`src/rtl/isq_pkg.sv`:
```
`timescale 1ns/1ps
package isq_pkg;
  localparam int PHASE_W = 3;
  typedef enum logic [PHASE_W-1:0] {
    PH_EXEC  = 3'd0,
    PH_PREP  = 3'd1,
    PH_ENTRY = 3'd2,
    PH_IDLE  = 3'd3,
    PH_EXIT  = 3'd4
  } phase_t;
endpackage

```
`src/rtl/isq_cfg_table.sv`:
```
`timescale 1ns/1ps
// Per-state timing table: one register set per state, flat read mux.
module isq_cfg_table #(
  parameter int NUM_STATES = 4,
  parameter int CNT_W = 8,
  localparam int IDX_W = (NUM_STATES > 1) ? $clog2(NUM_STATES) : 1
) (
  input  logic             clk,
  input  logic             rst_n,
  input  logic             wr_en,
  input  logic [IDX_W-1:0] wr_idx,
  input  logic [CNT_W-1:0] wr_entry,
  input  logic [CNT_W-1:0] wr_exit,
  input  logic             wr_abortable,
  input  logic [IDX_W-1:0] rd_idx,
  output logic [CNT_W-1:0] rd_entry,
  output logic [CNT_W-1:0] rd_exit,
  output logic             rd_abortable
);
  logic [NUM_STATES*CNT_W-1:0] entry_flat;
  logic [NUM_STATES*CNT_W-1:0] exit_flat;
  logic [NUM_STATES-1:0]       abort_flat;

  for (genvar g = 0; g < NUM_STATES; g++) begin : g_state
    logic [CNT_W-1:0] ent_q;
    logic [CNT_W-1:0] ext_q;
    logic             abt_q;
    always_ff @(posedge clk or negedge rst_n) begin
      if (!rst_n) begin
        ent_q <= CNT_W'(1);
        ext_q <= CNT_W'(1);
        abt_q <= 1'b0;
      end else if (wr_en && (wr_idx == IDX_W'(g))) begin
        ent_q <= wr_entry;
        ext_q <= wr_exit;
        abt_q <= wr_abortable;
      end
    end
    assign entry_flat[g*CNT_W +: CNT_W] = ent_q;
    assign exit_flat[g*CNT_W +: CNT_W]  = ext_q;
    assign abort_flat[g]                = abt_q;
  end

  assign rd_entry     = entry_flat[rd_idx*CNT_W +: CNT_W];
  assign rd_exit      = exit_flat[rd_idx*CNT_W +: CNT_W];
  assign rd_abortable = abort_flat[rd_idx];
endmodule

```
`src/rtl/isq_span_timer.sv`:
```
`timescale 1ns/1ps
// Down counter for a phase span; last is high in the final cycle.
module isq_span_timer #(
  parameter int CNT_W = 8
) (
  input  logic             clk,
  input  logic             rst_n,
  input  logic             load,
  input  logic [CNT_W-1:0] load_val,
  input  logic             step,
  output logic             last
);
  logic [CNT_W-1:0] cnt_q;

  always_ff @(posedge clk or negedge rst_n) begin
    if (!rst_n) begin
      cnt_q <= '0;
    end else if (load) begin
      cnt_q <= load_val;
    end else if (step && (cnt_q > CNT_W'(1))) begin
      cnt_q <= cnt_q - CNT_W'(1);
    end
  end

  assign last = (cnt_q <= CNT_W'(1));
endmodule

```
`src/rtl/isq_wake_hold.sv`:
```
`timescale 1ns/1ps
// Sticky record of a wake-up seen while entry cannot be interrupted.
module isq_wake_hold (
  input  logic clk,
  input  logic rst_n,
  input  logic set,
  input  logic clr,
  output logic held
);
  always_ff @(posedge clk or negedge rst_n) begin
    if (!rst_n)   held <= 1'b0;
    else if (clr) held <= 1'b0;
    else if (set) held <= 1'b1;
  end
endmodule

```
`src/rtl/cpu_idle_sequencer.sv`:
```
`timescale 1ns/1ps
module cpu_idle_sequencer #(
  parameter int NUM_STATES = 4,
  parameter int CNT_W = 8,
  localparam int IDX_W = (NUM_STATES > 1) ? $clog2(NUM_STATES) : 1
) (
  input  logic             clk,
  input  logic             rst_n,
  input  logic             req_valid,
  output logic             req_ready,
  input  logic [IDX_W-1:0] req_state,
  input  logic             wake,
  input  logic             prep_done,
  input  logic             cfg_wr,
  input  logic [IDX_W-1:0] cfg_idx,
  input  logic [CNT_W-1:0] cfg_entry,
  input  logic [CNT_W-1:0] cfg_exit,
  input  logic             cfg_abortable,
  output logic [2:0]       phase,
  output logic             committed,
  output logic             flush_req,
  output logic             abort_pulse,
  output logic             resume_pulse,
  output logic             pwr_off_strobe,
  output logic             pwr_on_strobe
);
  import isq_pkg::*;

  phase_t           phase_q, phase_d;
  logic [CNT_W-1:0] tbl_entry, tbl_exit;
  logic             tbl_abortable;
  logic [CNT_W-1:0] cap_entry_q, cap_exit_q;
  logic             tmr_load, tmr_step, tmr_last;
  logic [CNT_W-1:0] tmr_val;
  logic             wake_held, hold_set, hold_clr;
  logic             accept;
  logic             abort_d, resume_d, off_d, on_d;

  isq_cfg_table #(.NUM_STATES(NUM_STATES), .CNT_W(CNT_W)) u_table (
    .clk(clk), .rst_n(rst_n),
    .wr_en(cfg_wr), .wr_idx(cfg_idx), .wr_entry(cfg_entry),
    .wr_exit(cfg_exit), .wr_abortable(cfg_abortable),
    .rd_idx(req_state), .rd_entry(tbl_entry), .rd_exit(tbl_exit),
    .rd_abortable(tbl_abortable)
  );

  isq_span_timer #(.CNT_W(CNT_W)) u_timer (
    .clk(clk), .rst_n(rst_n), .load(tmr_load), .load_val(tmr_val),
    .step(tmr_step), .last(tmr_last)
  );

  isq_wake_hold u_hold (
    .clk(clk), .rst_n(rst_n), .set(hold_set), .clr(hold_clr), .held(wake_held)
  );

  assign accept   = req_valid && (phase_q == PH_EXEC);
  assign tmr_step = (phase_q == PH_ENTRY) || (phase_q == PH_EXIT);
  assign hold_set = (phase_q == PH_ENTRY) && wake;
  assign hold_clr = (phase_q == PH_ENTRY) && tmr_last;

  always_comb begin
    phase_d  = phase_q;
    tmr_load = 1'b0;
    tmr_val  = tbl_entry;
    abort_d  = 1'b0;
    resume_d = 1'b0;
    off_d    = 1'b0;
    on_d     = 1'b0;
    unique case (phase_q)
      PH_EXEC: begin
        if (req_valid) begin
          if (tbl_abortable) begin
            phase_d = PH_PREP;
          end else begin
            phase_d  = PH_ENTRY;
            tmr_load = 1'b1;
            tmr_val  = tbl_entry;
          end
        end
      end
      PH_PREP: begin
        if (wake) begin
          phase_d = PH_EXEC;
          abort_d = 1'b1;
        end else if (prep_done) begin
          phase_d  = PH_ENTRY;
          tmr_load = 1'b1;
          tmr_val  = cap_entry_q;
        end
      end
      PH_ENTRY: begin
        if (tmr_last) begin
          off_d = 1'b1;
          if (wake || wake_held) begin
            phase_d  = PH_EXIT;
            tmr_load = 1'b1;
            tmr_val  = cap_exit_q;
            on_d     = 1'b1;
          end else begin
            phase_d = PH_IDLE;
          end
        end
      end
      PH_IDLE: begin
        if (wake) begin
          phase_d  = PH_EXIT;
          tmr_load = 1'b1;
          tmr_val  = cap_exit_q;
          on_d     = 1'b1;
        end
      end
      PH_EXIT: begin
        if (tmr_last) begin
          phase_d  = PH_EXEC;
          resume_d = 1'b1;
        end
      end
      default: phase_d = PH_EXEC;
    endcase
  end

  always_ff @(posedge clk or negedge rst_n) begin
    if (!rst_n) begin
      phase_q        <= PH_EXEC;
      cap_entry_q    <= '0;
      cap_exit_q     <= '0;
      abort_pulse    <= 1'b0;
      resume_pulse   <= 1'b0;
      pwr_off_strobe <= 1'b0;
      pwr_on_strobe  <= 1'b0;
    end else begin
      phase_q        <= phase_d;
      abort_pulse    <= abort_d;
      resume_pulse   <= resume_d;
      pwr_off_strobe <= off_d;
      pwr_on_strobe  <= on_d;
      if (accept) begin
        cap_entry_q <= tbl_entry;
        cap_exit_q  <= tbl_exit;
      end
    end
  end

  assign phase     = phase_q;
  assign req_ready = (phase_q == PH_EXEC);
  assign flush_req = (phase_q == PH_PREP);
  assign committed = (phase_q == PH_ENTRY) || (phase_q == PH_IDLE) ||
                     (phase_q == PH_EXIT);
endmodule

```
`config.mk`:
```
export PLATFORM = sky130hd
export DESIGN_NAME = cpu_idle_sequencer
export DESIGN_NICKNAME = d
export VERILOG_FILES = /design/src/rtl/isq_pkg.sv /design/src/rtl/isq_cfg_table.sv /design/src/rtl/isq_span_timer.sv /design/src/rtl/isq_wake_hold.sv /design/src/rtl/cpu_idle_sequencer.sv
export SDC_FILE = /design/constraint.sdc
export NUM_CORES = 1
export LEC_CHECK = 0
export ABC_CLOCK_PERIOD_IN_PS = 2100
export BUFFER_PORTS_ARGS = -buffer_cell sky130_fd_sc_hd__buf_2
export CORE_MARGIN = 3
export CORE_UTILIZATION = 35
export DETAILED_ROUTE_END_ITERATION = 16
export GPL_TIMING_DRIVEN = 0
export PLACE_DENSITY = 0.53
export SYNTH_ARGS = -nofsm -noshare
export SYNTH_HDL_FRONTEND = slang
export SYNTH_SLANG_ARGS = --single-unit
export TNS_END_PERCENT = 10
```
`constraint.sdc`:
```
create_clock -name clk -period 2.1 [get_ports clk]
set_input_delay 0.42 -clock clk [delete_from_list [all_inputs] [get_ports clk]]
set_output_delay 0.42 -clock clk [all_outputs]
set_load 0.03 [all_outputs]
```
# Word level (Yosys, flattened, before mapping)
# Index checks and enable logic that the tools add are counted.
[word_totals] ff_bits=100 input_bits=27 output_inout_bits=10 wordCells=90
[classes] add_sub_neg=1 order_cmp=3 n_eq_ne=12 shift=2 n_mux=34 reduce_logical=17
[op_table] cell="32-bit by 6-bit indexed part select with 8-bit output" count=2
[op_table] cell="8-bit 2-to-1 mux" count=7
[op_table] cell="8-bit case mux with 3 select lines" count=1
[op_table] cell="3-bit 2-to-1 mux" count=7
[op_table] cell="3-bit case mux with 5 select lines" count=1
[op_table] cell="1-bit 2-to-1 mux" count=14
[op_table] cell="8-bit by 1-bit greater-than comparator with 1-bit output (second input constant)" count=1
[op_table] cell="8-bit by 1-bit <= comparator with 1-bit output (second input constant)" count=1
[op_table] cell="1-bit logical AND" count=8
[op_table] cell="2-bit inequality test (second input constant)" count=4
[op_table] cell="8-bit by 1-bit subtractor with 8-bit output (second input constant)" count=1
[op_table] cell="3-bit by 2-bit equality test with 1-bit output (second input constant)" count=2
[op_table] cell="5-bit AND reduction" count=1
[op_table] cell="2-bit equality test (second input constant)" count=2
[op_table] cell="1-bit logical OR" count=4
[op_table] cell="1-bit case mux with 4 select lines" count=1
[op_table] cell="2-bit nonzero test" count=2
[op_table] cell="3-bit by 1-bit equality test with 1-bit output (second input constant)" count=1
[op_table] cell="3-bit equality test (second input constant)" count=1
[op_table] cell="3-bit zero test" count=1
[op_table] cell="2-bit by 3-bit < comparator with 1-bit output (second input constant)" count=1
[op_table] cell="3-bit inequality test (second input constant)" count=1
[op_table] cell="1-bit binary-select mux with 2-bit select" count=1
[op_table] cell="2-bit by 1-bit equality test with 1-bit output (second input constant)" count=1
[op_table] cell="3 further kinds" count=3

# Depth between registers and ports, before layout
[depth] depth_word=6 mapped_depth=8 mapped_depth_nobuf=7

# Modules after synthesis
# From an unflattened synthesis, not the netlist that was laid out.
[hier_totals] hier_cells=352 hier_area_um2=4754.6
[by_module_without_submodules] mod="isq_cfg_table" instances=1 cells_per_inst=165 area_each_um2=2971.6 seq_area_each_um2=1711.6
[by_module_without_submodules] mod="cpu_idle_sequencer" instances=1 cells_per_inst=130 area_each_um2=1237.4 seq_area_each_um2=575.6
[by_module_without_submodules] mod="isq_span_timer" instances=1 cells_per_inst=55 area_each_um2=510.5 seq_area_each_um2=200.2
[by_module_without_submodules] mod="isq_wake_hold" instances=1 cells_per_inst=2 area_each_um2=35.0 seq_area_each_um2=25.0

# Worst setup path after synthesis
# OpenSTA, ideal clock, no wires.
[synth_path] path_kind="reg2out" start="reg phase_q[0], in the netlist phase[0]" end="out req_ready" t_arrival_ns=1.559 t_required_ns=1.680 path_slack_ns=0.121 path_stages_with_launch=4 path_buffers=2 path_cell_list="dfrtp_1 buf_6 clkbuf_1 nor3_1"
[synth_between] elab_chain_len=1
[synth_rtl] item="from (decl)" line="cpu_idle_sequencer.sv:29" text="phase_t phase_q, phase_d;"
[synth_rtl] item="from (signal assigned)" line="cpu_idle_sequencer.sv:132" text="phase_q <= phase_d;"
[synth_rtl] item="3-bit zero test" line="cpu_idle_sequencer.sv:145" text="assign req_ready = (phase_q == PH_EXEC);"
[synth_rtl] item="to (decl)" line="cpu_idle_sequencer.sv:10" text="output logic req_ready,"
# Every way passes these cells.

# Worst setup path after layout
[layout_path] start="reg u_timer.cnt_q[1]" end="reg u_timer.cnt_q[6]"
[layout_between] elab_chain_len=4 word_cells_on_any_way=11 classes_between="add/sub (1); order compare (2); mux (6); reduce/logical (2)"
[layout_rtl] item="from (decl)" line="isq_span_timer.sv:13" text="logic [CNT_W-1:0] cnt_q;"
[layout_rtl] item="from (signal assigned)" line="isq_span_timer.sv:19" text="cnt_q <= load_val;"
[layout_rtl] item="from (signal assigned)" line="isq_span_timer.sv:21" text="cnt_q <= cnt_q - CNT_W'(1);"
[layout_rtl] item="8-bit by 1-bit <= comparator with 1-bit output" line="isq_span_timer.sv:25" text="assign last = (cnt_q <= CNT_W'(1));"
[layout_rtl] item="1-bit 2-to-1 mux / 8-bit 2-to-1 mux (equally long branches)" line="cpu_idle_sequencer.sv:92" text="if (tmr_last) begin"
[layout_rtl] item="1-bit case mux with 4 select lines / 8-bit case mux with 3 select lines (equally long branches)" line="cpu_idle_sequencer.sv:69" text="unique case (phase_q)"
[layout_rtl] item="8-bit 2-to-1 mux / 2-bit nonzero test (equally long branches)"
# Parallel ways exist; a longest one is shown, timed or not. The select of a mux whose other input is x is not followed.
# A chain may end at the register's enable or synchronous reset.

==> impl_metrics.yaml <==
yosys:
  syn_nets: 351
  synth-main-ff-cell: "dfrtp_1"
  avgSynthCellArea_sq_um: 14.6
  synth-seq-area-share_pct: 53.6
  ys_ff_latch: 100
  synth-edff-count: 0
  synthTopCellsByArea: "dfrtp_1 (49%), mux2_2 (20%), mux4_2 (8.2%), dfstp_2 (4.5%), a22oi_1 (2.1%)"
  mappedNetlistArea_sq_um: 4690
  synthDominantCellAreaShare_pct: 49.1
  synthCells: 322
  synth_cell_types: 50
  synth_largest_area_cell: "dfrtp_1"
  synth-async-reset-ratio_pct: 100
  synth.yosys.warnings: 0
power:
  cell_internal_pwr_mw: 4.80
  comb_power_share_pct: 37.4
  vdd_drop_max_uv: 507
  p_leak_nw: 2.31
  swShare_pct: 34.1
  power_per_cell_area_nw_per_um2: 1320
  p_clk_share_pct: 23.0
  switchingPower_mw: 2.48
  p_seq_share_pct: 39.6
worst_setup_path:
  crit_slowest_cell: "a222oi_1"
  reg2reg_to: "u_timer.cnt_q[6]"
  timing.critical_path.from_type: "flip-flop"
  worstSetupPathType: "reg -> reg"
  endpoint_kind: "flip-flop"
  rr_startpoint: "u_timer.cnt_q[1]"
  crit_path_cell_trace: "inv_1 -> ha_2 -> or2_4 -> a41oi_2 -> or3_4 -> a222oi_1 -> a211oi_1"
  cp_max_fo: 4
  rrSetupSlack_ns: -0.0002
  max_stage_delay_ns: 0.54
  required_ns: 2.30
  arrival_ns: 2.30
  rr_worst_depth: 7
finish:
  n_antenna_cell: 0
  synthToLayoutAreaGrowth_pct: 18.2
  layout.nets: 410
  final_cell_mix: "dfrtp_1 (92), mux2_2 (84), buf_2 (37)"
  postLayoutCoreUtil_pct: 43.0
  layout.cells.most_common: "dfrtp_1"
  final_layout_size_suffix_gt1_share_pct: 52.3
sta:
  finalHoldViolCount: 0
  max_slew_margin_pct: 49.5
  fmax_mhz: 476
  slew_violations: 0
  fin_ws_ns: -0.000166
  period_share_pct: 100
  period_needed_ns: 2.10
  final-setup-viol-count: 1
  rsz0062_at_grt: "yes"
  tightest_slew_ns: 0.754
  fin_skew_ns: 0.00601
  finalSetupTns_ns: -0.000166
route:
  detail-route-antenna-nets: 0
  drt-initial-drc-count: 168
  vias: 2901
  vias_per_cell: 5.20
  wl_mm: 10.1
  drc: 0
  routedWlPerCell_um: 18.1
  drt_pass1_iterations: 4
global_route:
  grt_pass1_wl_mm: 16.9
  antenna_found_initial: 0
  grt_max_degree: 66
  track_usage_pct: 15.0
  grt_overflow: 0
  first_global_vias: 3065
floorplan:
  rows: 41
  fp.coreArea_sq_um: 12900
  fp.dieH_um: 122
  initial_core_util_pct: 36.4
  io_pins: 37
  die_area_sq_um: 14800
  die_width_um: 122
placement:
  place.port_buffers: 35
  gp_congestion: 0.815
  dp_hpwl_mm: 7.07
outcome:
  status: "finished with violations"
  violations: "negative setup slack"
cts:
  tritoncts.num_buffers: 9
  cts-root-buf: "clkbuf_16"
  clock_latency_ns: 0.35
  clock-sinks: 100
  h-tree-depth: 3
  path_clk_slew_ns: 0.07
  cts_buffer_depth: 2
  cts_tree: "yes"
run:
  drv_cap: 0
min_path:
  hp-class: "in -> async"
==> Yosys cell counts, types with 2 or more instances <==
library cell  number
dfrtp_1           92
mux2_2            84
mux4_2            17
a22oi_1           13
nor2_1            11
o21ai_0            9
dfstp_2            8
a21oi_1            6
clkbuf_1           6
nor3_1             6
inv_1              5
nand2_1            5
nand3_1            5
buf_2              4
buf_6              4
xnor2_1            3
xor2_1             3
a211oi_1           2
ha_1               2
nand2b_1           2
nand3b_1           2
nand4_1            2
nor4b_4            2
o21bai_1           2
or2_2              2
==> state kept, by name, summed over array words and instances (netlist names) <==
register               cells
pwr_on_strobe              1
abort_pulse                1
u_table.g_state.ext_q     32
cap_exit_q                 8
pwr_off_strobe             1
u_hold.held                1
u_table.g_state.abt_q      4
resume_pulse               1
u_timer.cnt_q              8
cap_entry_q                8
phase                      3
u_table.g_state.ent_q     32
==> per-stage QoR <==
| stage | std cells | power, mW | setup WS, ns | cell area [sq um] | hold slack [ns] |
|---|---|---|---|---|---|
| finish | 558 | 7.29 | -0.000166 | 5540 | 0.0425 |
| global route | 558 | 7.78 | -0.105 | 5540 | 0.0661 |
| CTS | 557 | 7.34 | 0.00355 | 5530 | 0.0500 |
| detailed placement | 530 | 5.38 | -0.307 | 5110 | 0.428 |
| global placement | 529 | 5.31 | -0.462 | 5080 | 0.483 |
| floorplan | 322 | 4.70 | 0.121 | 4690 | 0.124 |
==> logic make-up after synthesis <==
kind of cell             Yosys count  synth area share (%)
AO/OA/AOI/OAI                     45                  6.89
XOR/XNOR                           6                  1.12
adder cells (fa/ha/maj)            2                 0.534
buffers and inverters             19                  2.27
flip-flops                       100                  53.6
multiplexers                     101                  28.4
AND/OR/NAND/NOR                   49                  7.21
==> repair_timing <==
item | CTS | global route
resized for setup | 7 | 3
endpoints found under the setup margin | 1 | 3
hold buffers | 0 | 0
setup buffers | 12 | 1
pin swaps | 9 | 5
==> power by group through the flow <==
stage | Combinational (mW) | Clock [mW] | Sequential (mW)
floorplan | 1.84 | 0 | 2.87
global placement | 2.41 | 0 | 2.90
detailed placement | 2.44 | 0 | 2.93
CTS | 2.71 | 1.74 | 2.89
global route | 3.01 | 1.82 | 2.95
finish | 2.73 | 1.68 | 2.88
==> how the worst max path moves through the flow <==
stage                     start                     endpoint  slack [ns]  cells after the start
3_5_place_dp   u_timer.cnt_q[0]             u_timer.cnt_q[6]       -0.31                      7
4_1_cts        u_timer.cnt_q[0]             u_timer.cnt_q[6]       0.004                      7
5_1_grt        u_timer.cnt_q[1]             u_timer.cnt_q[6]       -0.10                      7
3_3_place_gp              rst_n  u_table.g_state[2].ent_q[4]       -0.46                      1
2_1_floorplan          phase[0]                    req_ready        0.12                      3
6_report       u_timer.cnt_q[1]             u_timer.cnt_q[6]     -0.0002                      7
==> metal layers <==
layer / GRT usage (%) / share of wire [%]
met5: 0 / 0
met4: 3.78 / 1.1
met3: 4.64 / 4.0
met2: 23.7 / 48
met1: 20.3 / 47
==> worst max-delay path, delay by kind of cell, from the launching register on <==
kind / cells / cell delay (ns)
flops: 1 / 0.38
buf+inv: 1 / 0.10
compound gates: 3 / 0.78
fa+ha+maj: 1 / 0.19
simple gates: 2 / 0.51
==> cell type report <==
type	instances	area, sq um
clock buffers	10	229
well taps	172	215
inverters	5	18.8
clock inverters	6	71.3
fillers	1223	7340
flip-flops and latches	100	2510
repair buffers	49	303
multi-input cells	203	2110
plain buffers	13	83.8
(Power assumes the default switching activity.)
